**config.mk**
```make
export PLATFORM = sky130hd
export DESIGN_NAME = branch_target_buffer
export DESIGN_NICKNAME = d
export VERILOG_FILES = /design/src/rtl/btb_pkg.sv /design/src/rtl/btb_pc_split.sv /design/src/rtl/btb_entry_array.sv /design/src/rtl/btb_train.sv /design/src/rtl/branch_target_buffer.sv
export SDC_FILE = /design/constraint.sdc
export NUM_CORES = 2
export LEC_CHECK = 0
export BUFFER_PORTS_ARGS = -buffer_cell sky130_fd_sc_hd__buf_2
export CORE_MARGIN = 2
export CORE_UTILIZATION = 40
export DETAILED_ROUTE_END_ITERATION = 12
export GPL_TIMING_DRIVEN = 1
export SETUP_SLACK_MARGIN = 0.02
export SYNTH_ARGS = -nofsm -noshare
export SYNTH_HDL_FRONTEND = slang
export SYNTH_HIERARCHICAL = 1
export SYNTH_SLANG_ARGS = --single-unit
```
**constraint.sdc**
```tcl
create_clock -name clk -period 11.3 [get_ports clk]
set_input_delay 0.565 -clock clk [delete_from_list [all_inputs] [get_ports clk]]
set_output_delay 0.565 -clock clk [all_outputs]
set_load 0.1 [all_outputs]
```
**src/rtl/btb_pkg.sv**
```systemverilog
package btb_pkg;

    typedef logic [1:0] ctr_t;

    localparam ctr_t CTR_WEAK_TAKEN = 2'b10;
    localparam ctr_t CTR_MAX        = 2'b11;
    localparam ctr_t CTR_MIN        = 2'b00;

    function automatic ctr_t ctr_train(input ctr_t cur, input logic taken);
        ctr_t nxt;
        nxt = cur;
        if (taken && cur != CTR_MAX)
            nxt = cur + ctr_t'(1);
        else if (!taken && cur != CTR_MIN)
            nxt = cur - ctr_t'(1);
        return nxt;
    endfunction

    function automatic logic ctr_predicts_taken(input ctr_t cur);
        return cur[1];
    endfunction

endpackage

```
**src/rtl/btb_pc_split.sv**
```systemverilog
module btb_pc_split #(
    parameter int WORD_W = 30,
    parameter int IDX_W  = 4,
    localparam int TAG_W = WORD_W - IDX_W
) (
    input  logic [WORD_W-1:0] word_addr,
    output logic [IDX_W-1:0]  idx,
    output logic [TAG_W-1:0]  tag
);
    assign idx = word_addr[IDX_W-1:0];
    assign tag = word_addr[WORD_W-1:IDX_W];
endmodule

```
**src/rtl/btb_entry_array.sv**
```systemverilog
module btb_entry_array
    import btb_pkg::*;
#(
    parameter int DEPTH  = 16,
    parameter int TAG_W  = 26,
    parameter int ADDR_W = 32,
    localparam int IDX_W = $clog2(DEPTH)
) (
    input  logic              clk,
    input  logic              rst,
    // fetch-side read
    input  logic [IDX_W-1:0]  ra_idx,
    output logic              ra_valid,
    output logic [TAG_W-1:0]  ra_tag,
    output logic [ADDR_W-1:0] ra_tgt,
    output ctr_t              ra_ctr,
    // update-side read
    input  logic [IDX_W-1:0]  rb_idx,
    output logic              rb_valid,
    output logic [TAG_W-1:0]  rb_tag,
    output logic [ADDR_W-1:0] rb_tgt,
    output ctr_t              rb_ctr,
    // write
    input  logic              wr_en,
    input  logic [IDX_W-1:0]  wr_idx,
    input  logic [TAG_W-1:0]  wr_tag,
    input  logic [ADDR_W-1:0] wr_tgt,
    input  ctr_t              wr_ctr
);
    typedef struct packed {
        logic              valid;
        logic [TAG_W-1:0]  tag;
        logic [ADDR_W-1:0] tgt;
        ctr_t              ctr;
    } entry_t;

    entry_t slots [DEPTH];

    for (genvar e = 0; e < DEPTH; e++) begin : g_slot
        always_ff @(posedge clk) begin
            if (rst) begin
                slots[e] <= '0;
            end else if (wr_en && wr_idx == IDX_W'(e)) begin
                slots[e].valid <= 1'b1;
                slots[e].tag   <= wr_tag;
                slots[e].tgt   <= wr_tgt;
                slots[e].ctr   <= wr_ctr;
            end
        end
    end

    always_comb begin
        ra_valid = slots[ra_idx].valid;
        ra_tag   = slots[ra_idx].tag;
        ra_tgt   = slots[ra_idx].tgt;
        ra_ctr   = slots[ra_idx].ctr;
        rb_valid = slots[rb_idx].valid;
        rb_tag   = slots[rb_idx].tag;
        rb_tgt   = slots[rb_idx].tgt;
        rb_ctr   = slots[rb_idx].ctr;
    end
endmodule

```
**src/rtl/btb_train.sv**
```systemverilog
module btb_train
    import btb_pkg::*;
#(
    parameter int TAG_W  = 26,
    parameter int ADDR_W = 32
) (
    input  logic              up_valid,
    input  logic              up_taken,
    input  logic [TAG_W-1:0]  up_tag,
    input  logic [ADDR_W-1:0] up_target,
    input  logic              cur_valid,
    input  logic [TAG_W-1:0]  cur_tag,
    input  logic [ADDR_W-1:0] cur_tgt,
    input  ctr_t              cur_ctr,
    output logic              wr_en,
    output logic [TAG_W-1:0]  wr_tag,
    output logic [ADDR_W-1:0] wr_tgt,
    output ctr_t              wr_ctr
);
    logic match;

    assign match = cur_valid && (cur_tag == up_tag);

    always_comb begin
        wr_en  = 1'b0;
        wr_tag = up_tag;
        wr_tgt = up_target;
        wr_ctr = CTR_WEAK_TAKEN;
        if (up_valid) begin
            if (match) begin
                wr_en  = 1'b1;
                wr_tgt = up_taken ? up_target : cur_tgt;
                wr_ctr = ctr_train(cur_ctr, up_taken);
            end else if (up_taken) begin
                wr_en  = 1'b1;
            end
        end
    end
endmodule

```
**src/rtl/branch_target_buffer.sv**
```systemverilog
module branch_target_buffer
    import btb_pkg::*;
#(
    parameter int ADDR_W = 32,
    parameter int DEPTH  = 16,
    localparam int IDX_W  = $clog2(DEPTH),
    localparam int WORD_W = ADDR_W - 2,
    localparam int TAG_W  = WORD_W - IDX_W
) (
    input  logic              clk,
    input  logic              rst,
    input  logic [ADDR_W-1:0] lk_pc,
    output logic              lk_hit,
    output logic              lk_redirect,
    output logic [ADDR_W-1:0] lk_next_pc,
    input  logic              up_valid,
    input  logic [ADDR_W-1:2] up_pc,
    input  logic              up_taken,
    input  logic [ADDR_W-1:0] up_target
);
    logic [IDX_W-1:0]  lk_idx, up_idx;
    logic [TAG_W-1:0]  lk_tag, up_tag;
    logic              ra_valid, rb_valid;
    logic [TAG_W-1:0]  ra_tag, rb_tag;
    logic [ADDR_W-1:0] ra_tgt, rb_tgt;
    ctr_t              ra_ctr, rb_ctr;
    logic              wr_en;
    logic [TAG_W-1:0]  wr_tag;
    logic [ADDR_W-1:0] wr_tgt;
    ctr_t              wr_ctr;

    btb_pc_split #(.WORD_W(WORD_W), .IDX_W(IDX_W)) u_lk_split (
        .word_addr (lk_pc[ADDR_W-1:2]),
        .idx       (lk_idx),
        .tag       (lk_tag)
    );

    btb_pc_split #(.WORD_W(WORD_W), .IDX_W(IDX_W)) u_up_split (
        .word_addr (up_pc),
        .idx       (up_idx),
        .tag       (up_tag)
    );

    btb_entry_array #(.DEPTH(DEPTH), .TAG_W(TAG_W), .ADDR_W(ADDR_W)) u_array (
        .clk      (clk),
        .rst      (rst),
        .ra_idx   (lk_idx),
        .ra_valid (ra_valid),
        .ra_tag   (ra_tag),
        .ra_tgt   (ra_tgt),
        .ra_ctr   (ra_ctr),
        .rb_idx   (up_idx),
        .rb_valid (rb_valid),
        .rb_tag   (rb_tag),
        .rb_tgt   (rb_tgt),
        .rb_ctr   (rb_ctr),
        .wr_en    (wr_en),
        .wr_idx   (up_idx),
        .wr_tag   (wr_tag),
        .wr_tgt   (wr_tgt),
        .wr_ctr   (wr_ctr)
    );

    btb_train #(.TAG_W(TAG_W), .ADDR_W(ADDR_W)) u_train (
        .up_valid  (up_valid),
        .up_taken  (up_taken),
        .up_tag    (up_tag),
        .up_target (up_target),
        .cur_valid (rb_valid),
        .cur_tag   (rb_tag),
        .cur_tgt   (rb_tgt),
        .cur_ctr   (rb_ctr),
        .wr_en     (wr_en),
        .wr_tag    (wr_tag),
        .wr_tgt    (wr_tgt),
        .wr_ctr    (wr_ctr)
    );

    always_comb begin
        lk_hit      = ra_valid && (ra_tag == lk_tag);
        lk_redirect = lk_hit && ctr_predicts_taken(ra_ctr);
        lk_next_pc  = lk_redirect ? ra_tgt : lk_pc + ADDR_W'(4);
    end
endmodule

```
Word level (Yosys, flattened, before mapping)
Memories as Yosys holds them, arrays and structs flattened.
Index checks and enable logic that the tools add are counted.
Widths: inputs -> output; s select.
{ "word_totals": {"n_memories": 1, "word_cells": 235, "out_inout_bits": 34, "mem_bits_rw": 976, "register_bits": 0, "input_bits": 98} }
{ "mem_list": {"columns": ["memory", "words", "word_bits", "read_ports", "rd_clocked_by_memory_dff", "write_ports", "line_no", "rtl"], "rows": [
  ["u_array.slots", 16, 61, 2, 0, 16, "btb_entry_array.sv:37", "entry_t slots [DEPTH];"]
]} }
{ "op_classes": {"bitwise": 64, "n_mux": 125, "reduce_logical": 24, "n_addsub": 3, "n_eq_ne": 18} }
{ "op_table": {"columns": ["cell", "count"], "rows": [
  ["$mux 32", 20],
  ["$mux 26", 16],
  ["$mux 1", 69],
  ["$or 1x1->1", 64],
  ["$eq 26x26->1", 2],
  ["$mux 2", 20],
  ["$add 32x3->32 const B", 1],
  ["$eq 4x4->1 const B", 8],
  ["$logic_and 1x1->1", 21],
  ["$eq 4x3->1 const B", 4],
  ["$eq 4x2->1 const B", 2],
  ["$eq 4x1->1 const B", 1],
  ["$logic_not 4->1", 1],
  ["$add 2x1->2 const B", 1],
  ["$ne 2x2->1 const B", 1],
  ["$reduce_bool 2->1", 1],
  ["$sub 2x1->2 const B", 1],
  ["$logic_not 1->1", 1]
]} }

Depth between registers and ports, before layout
An unclocked memory read counts as a cell.
{ "depth": {"depth_word": 10, "mapped_depth": 16, "ltp_nobuf": 11} }

Hierarchy
The synthesis kept the hierarchy.
{ "by_module_without_submodules": {"columns": ["mod", "seq_area_each_um2", "cells_per_inst", "n_inst", "area_each_um2"], "rows": [
  ["btb_entry_array", 29298.1, 3173, 1, 50220.7],
  ["branch_target_buffer", 0.0, 156, 1, 1402.6],
  ["btb_train", 0.0, 109, 1, 949.7],
  ["btb_pc_split", 0.0, 30, 2, 225.2]
]} }

Worst setup path before layout
Ideal clock, no wire load.
{ "synth_timing": {"path_kind": "input to register", "from": "input port up_pc[2] in the netlist's numbering", "to": "memory u_array/slots[3][0] in the netlist's numbering, enable pin", "setup_time_ns": 0.571, "t_arrival_ns": 7.738, "n_path_buf": 4, "path_stages": 14, "path_slack_ns": 2.991, "required_ns": 10.729, "path_cell_list": "buf_4 > buf_2 > clkbuf_1 > buf_2 > mux4_2 > a22oi_1 > nand2_1 > xor2_1 > nor4_1 > nand4_1 > nor2_1 > a21o_1 > nand3_1 > o31ai_1"} }
{ "synth_lines": {"columns": ["element", "line_no", "rtl"], "rows": [
  ["start: declaration", "branch_target_buffer.sv:17", "input logic [ADDR_W-1:2] up_pc,"],
  ["end: declaration", "btb_entry_array.sv:37", null]
]} }

==> flow_summary.yaml <==
floorplanning:
  initial_utilization_pct: 40.25
  coreArea_mm2: 0.1315
  die-area_mm2: 0.1352
  fp.dieH_um: 367.7
  row_count: 133
  die-width_um: 367.7
  ioPinCount: 132
logic_synthesis:
  syn_area_mm2: 0.05291
  synthesis.nets: 3592
  syn_area_per_cell_um2: 15.16
  yosysWarnings: 6
  synth_cells: 3491
placed_design:
  portBuffers: 131
  place_hpwl_um: 96280
  dp_slack_ns: 3.759
  place_congestion: 0.8130
critical_path:
  crit_chain: "buf_8, buf_4, buf_4, mux4_2, a22oi_1, nand2_1, xor2_1, nor4_1, nand4_1, nor2_1, a21o_1, nand3b_1, o21ai_4, buf_4"
  cp_max_fo: 50
  crit_path_end: "u_array/slots[10][32]"
  criticalPathCategory: "in -> reg"
  r2r_cells: 11
  rrSetupSlack_ns: 5.38
  cp-startpoint: "up_pc[2]"
  cp.required_ns: 11.63
  reg2reg_from: "u_array/slots[8][41]"
  cp-start-kind: "input pin"
  r2r_end: "u_array/slots[10][32]"
  critPathCaptureType: "flip-flop"
  crit_top_cell: "buf_4"
  slowest_stage: "o21ai_4"
  max_stage_delay_ns: 1.05
  arrival_ns: 7.21
timing:
  slew-limit-headroom_pct: 18.65
  setup_viol: 0
  final-hold-violation-count: 0
  worst_pin_slew_ns: 1.216
  fmaxAchievable_ghz: 0.1453
  holdWs_ns: 0.08977
  fin_crit_ns: 6.881
  tns_ns: 0
  fin_ws_ns: 4.419
  fin_crit_sh_pct: 60.89
  rsz0062_at_grt: "no"
  finalMaxSlewViolations: 0
  finClkSkew_ns: 0.04144
final_layout:
  largest_register: "u_array/slots"
  nets: 3503
  largest_reg_flops: 976
  drive_gt1_share_pct: 27.48
  reg.largest.list: "u_array/slots: 976 flops"
  areaGrowthSynthToFinish_pct: 10.30
clock_network:
  cts_max_level: 3
  clk_path_buf_depth: 3
  worstSkewPairLatency_ns: 0.74
  cts.sinks: 976
  hold_buffers: 0
  clock-root-buffer: "clkbuf_16"
  cts_made_buffers: 107
  post-cts-setup-buffer-count: 0
  cts_tree: "built"
  clk_pin_slew_ns: 0.06
  cts_resized: 0
global_route:
  grt_usage_pct: 25.78
  grt_max_degree: 88
  grt_pass1_wl_um: 247400
  grt_pass1_vias: 33030
  overflow: 0
  antenna_found_initial: 22
pwr:
  p_per_area_mw_per_mm2: 152.2
  p_leak_uw: 0.01997
  vdd_drop_max_uv: 113.6
min_path:
  hold_depth: 2
  hold_class: "in -> reg"
drt:
  via_per_inst: 6.160
  drcViolationCount: 0
  ant_nets: 0
  drt-initial-drc-count: 4172
  wl_per_cell_um: 33.35
  dr.pass1.iters: 5
  vias: 32370
  drt-total-wl_um: 175200
run_status:
  status: "finished clean"
flow_run:
  max-cap-violations: 0
[layer usage]
metal | global-route usage [%] | vias up | routed length, µm
met3 | 6.639 | 316 | 18430
li1 | - | 13160 | -
met4 | 7.488 | 6 | 5166
met5 | 0 | - | 35
met1 | 35.99 | 17090 | 70810
met2 | 39.87 | 1794 | 80810
[power breakdown]
| group | switching (µW) | leakage [µW] | internal, µW |
|---|---|---|---|
| clock | 1500 | 0.00169 | 2040 |
| sequential | 97.4 | 0.00932 | 4190 |
| combinational | 638 | 0.00896 | 419 |
[worst max-delay path: cells and delay by family]
| kind | cells | cell delay [ns] |
|---|---|---|
| buf+inv | 4 | 2.49 |
| simple gates | 5 | 1.68 |
| compound gates | 3 | 1.57 |
| mux | 1 | 0.57 |
| xor+xnor | 1 | 0.17 |
[through the flow]
| stage | power (µW) | std cells | util (%) | instance area (µm²) |
|---|---|---|---|---|
| CTS | 8924 | 5245 | 44.38 | 58340 |
| floorplan | 5062 | 3491 | - | 52910 |
| global placement | 5387 | 5048 | 41.74 | 54880 |
| detailed placement | 5403 | 5048 | 41.74 | 54880 |
| finish | 8882 | 5254 | 44.40 | 58370 |
| global route | 9122 | 5247 | 44.38 | 58350 |
[final cells by class]
class                      count  area, µm²
fill                       11590      73100
sequential                   976      29300
multi-input combinational   2094      21950
clock buffer                 138       2836
tap                         1755       2196
timing repair buffer         217       1404
clock inverter                59      631.9
inverter                       6      22.52
antenna                        9      22.52
[how the worst min path moves through the flow]
stage                               from                    to  slack, ns
detailed placement  u_array/slots[8][60]  u_array/slots[8][60]       0.53
CTS                                  rst  u_array/slots[8][60]       0.03
finish                               rst  u_array/slots[8][60]       0.09
global placement    u_array/slots[8][60]  u_array/slots[8][60]       0.52
floorplan           u_array/slots[8][60]  u_array/slots[8][60]       0.45
global route                         rst  u_array/slots[8][60]       0.07
[cells in the final DEF, fill, tap and decap left out, drive strengths merged, types with 3 or more instances in the layout]
master / instances
nor2: 24
and3: 6
xnor2: 47
and4: 3
nand2b: 3
mux4: 484
nand4: 20
nand2: 138
and2: 962
nor2b: 4
buf: 217
nor3: 8
inv: 8
clkinvlp: 4
o31ai: 4
diode: 9
nand3: 13
a22oi: 242
o21ai: 12
bufinv: 12
xor2: 34
edfxtp: 975
clkinv: 41
clkbuf: 138
mux2: 63
nor4: 10
ha: 3
Note: power is estimated with default switching activity, not from simulation.
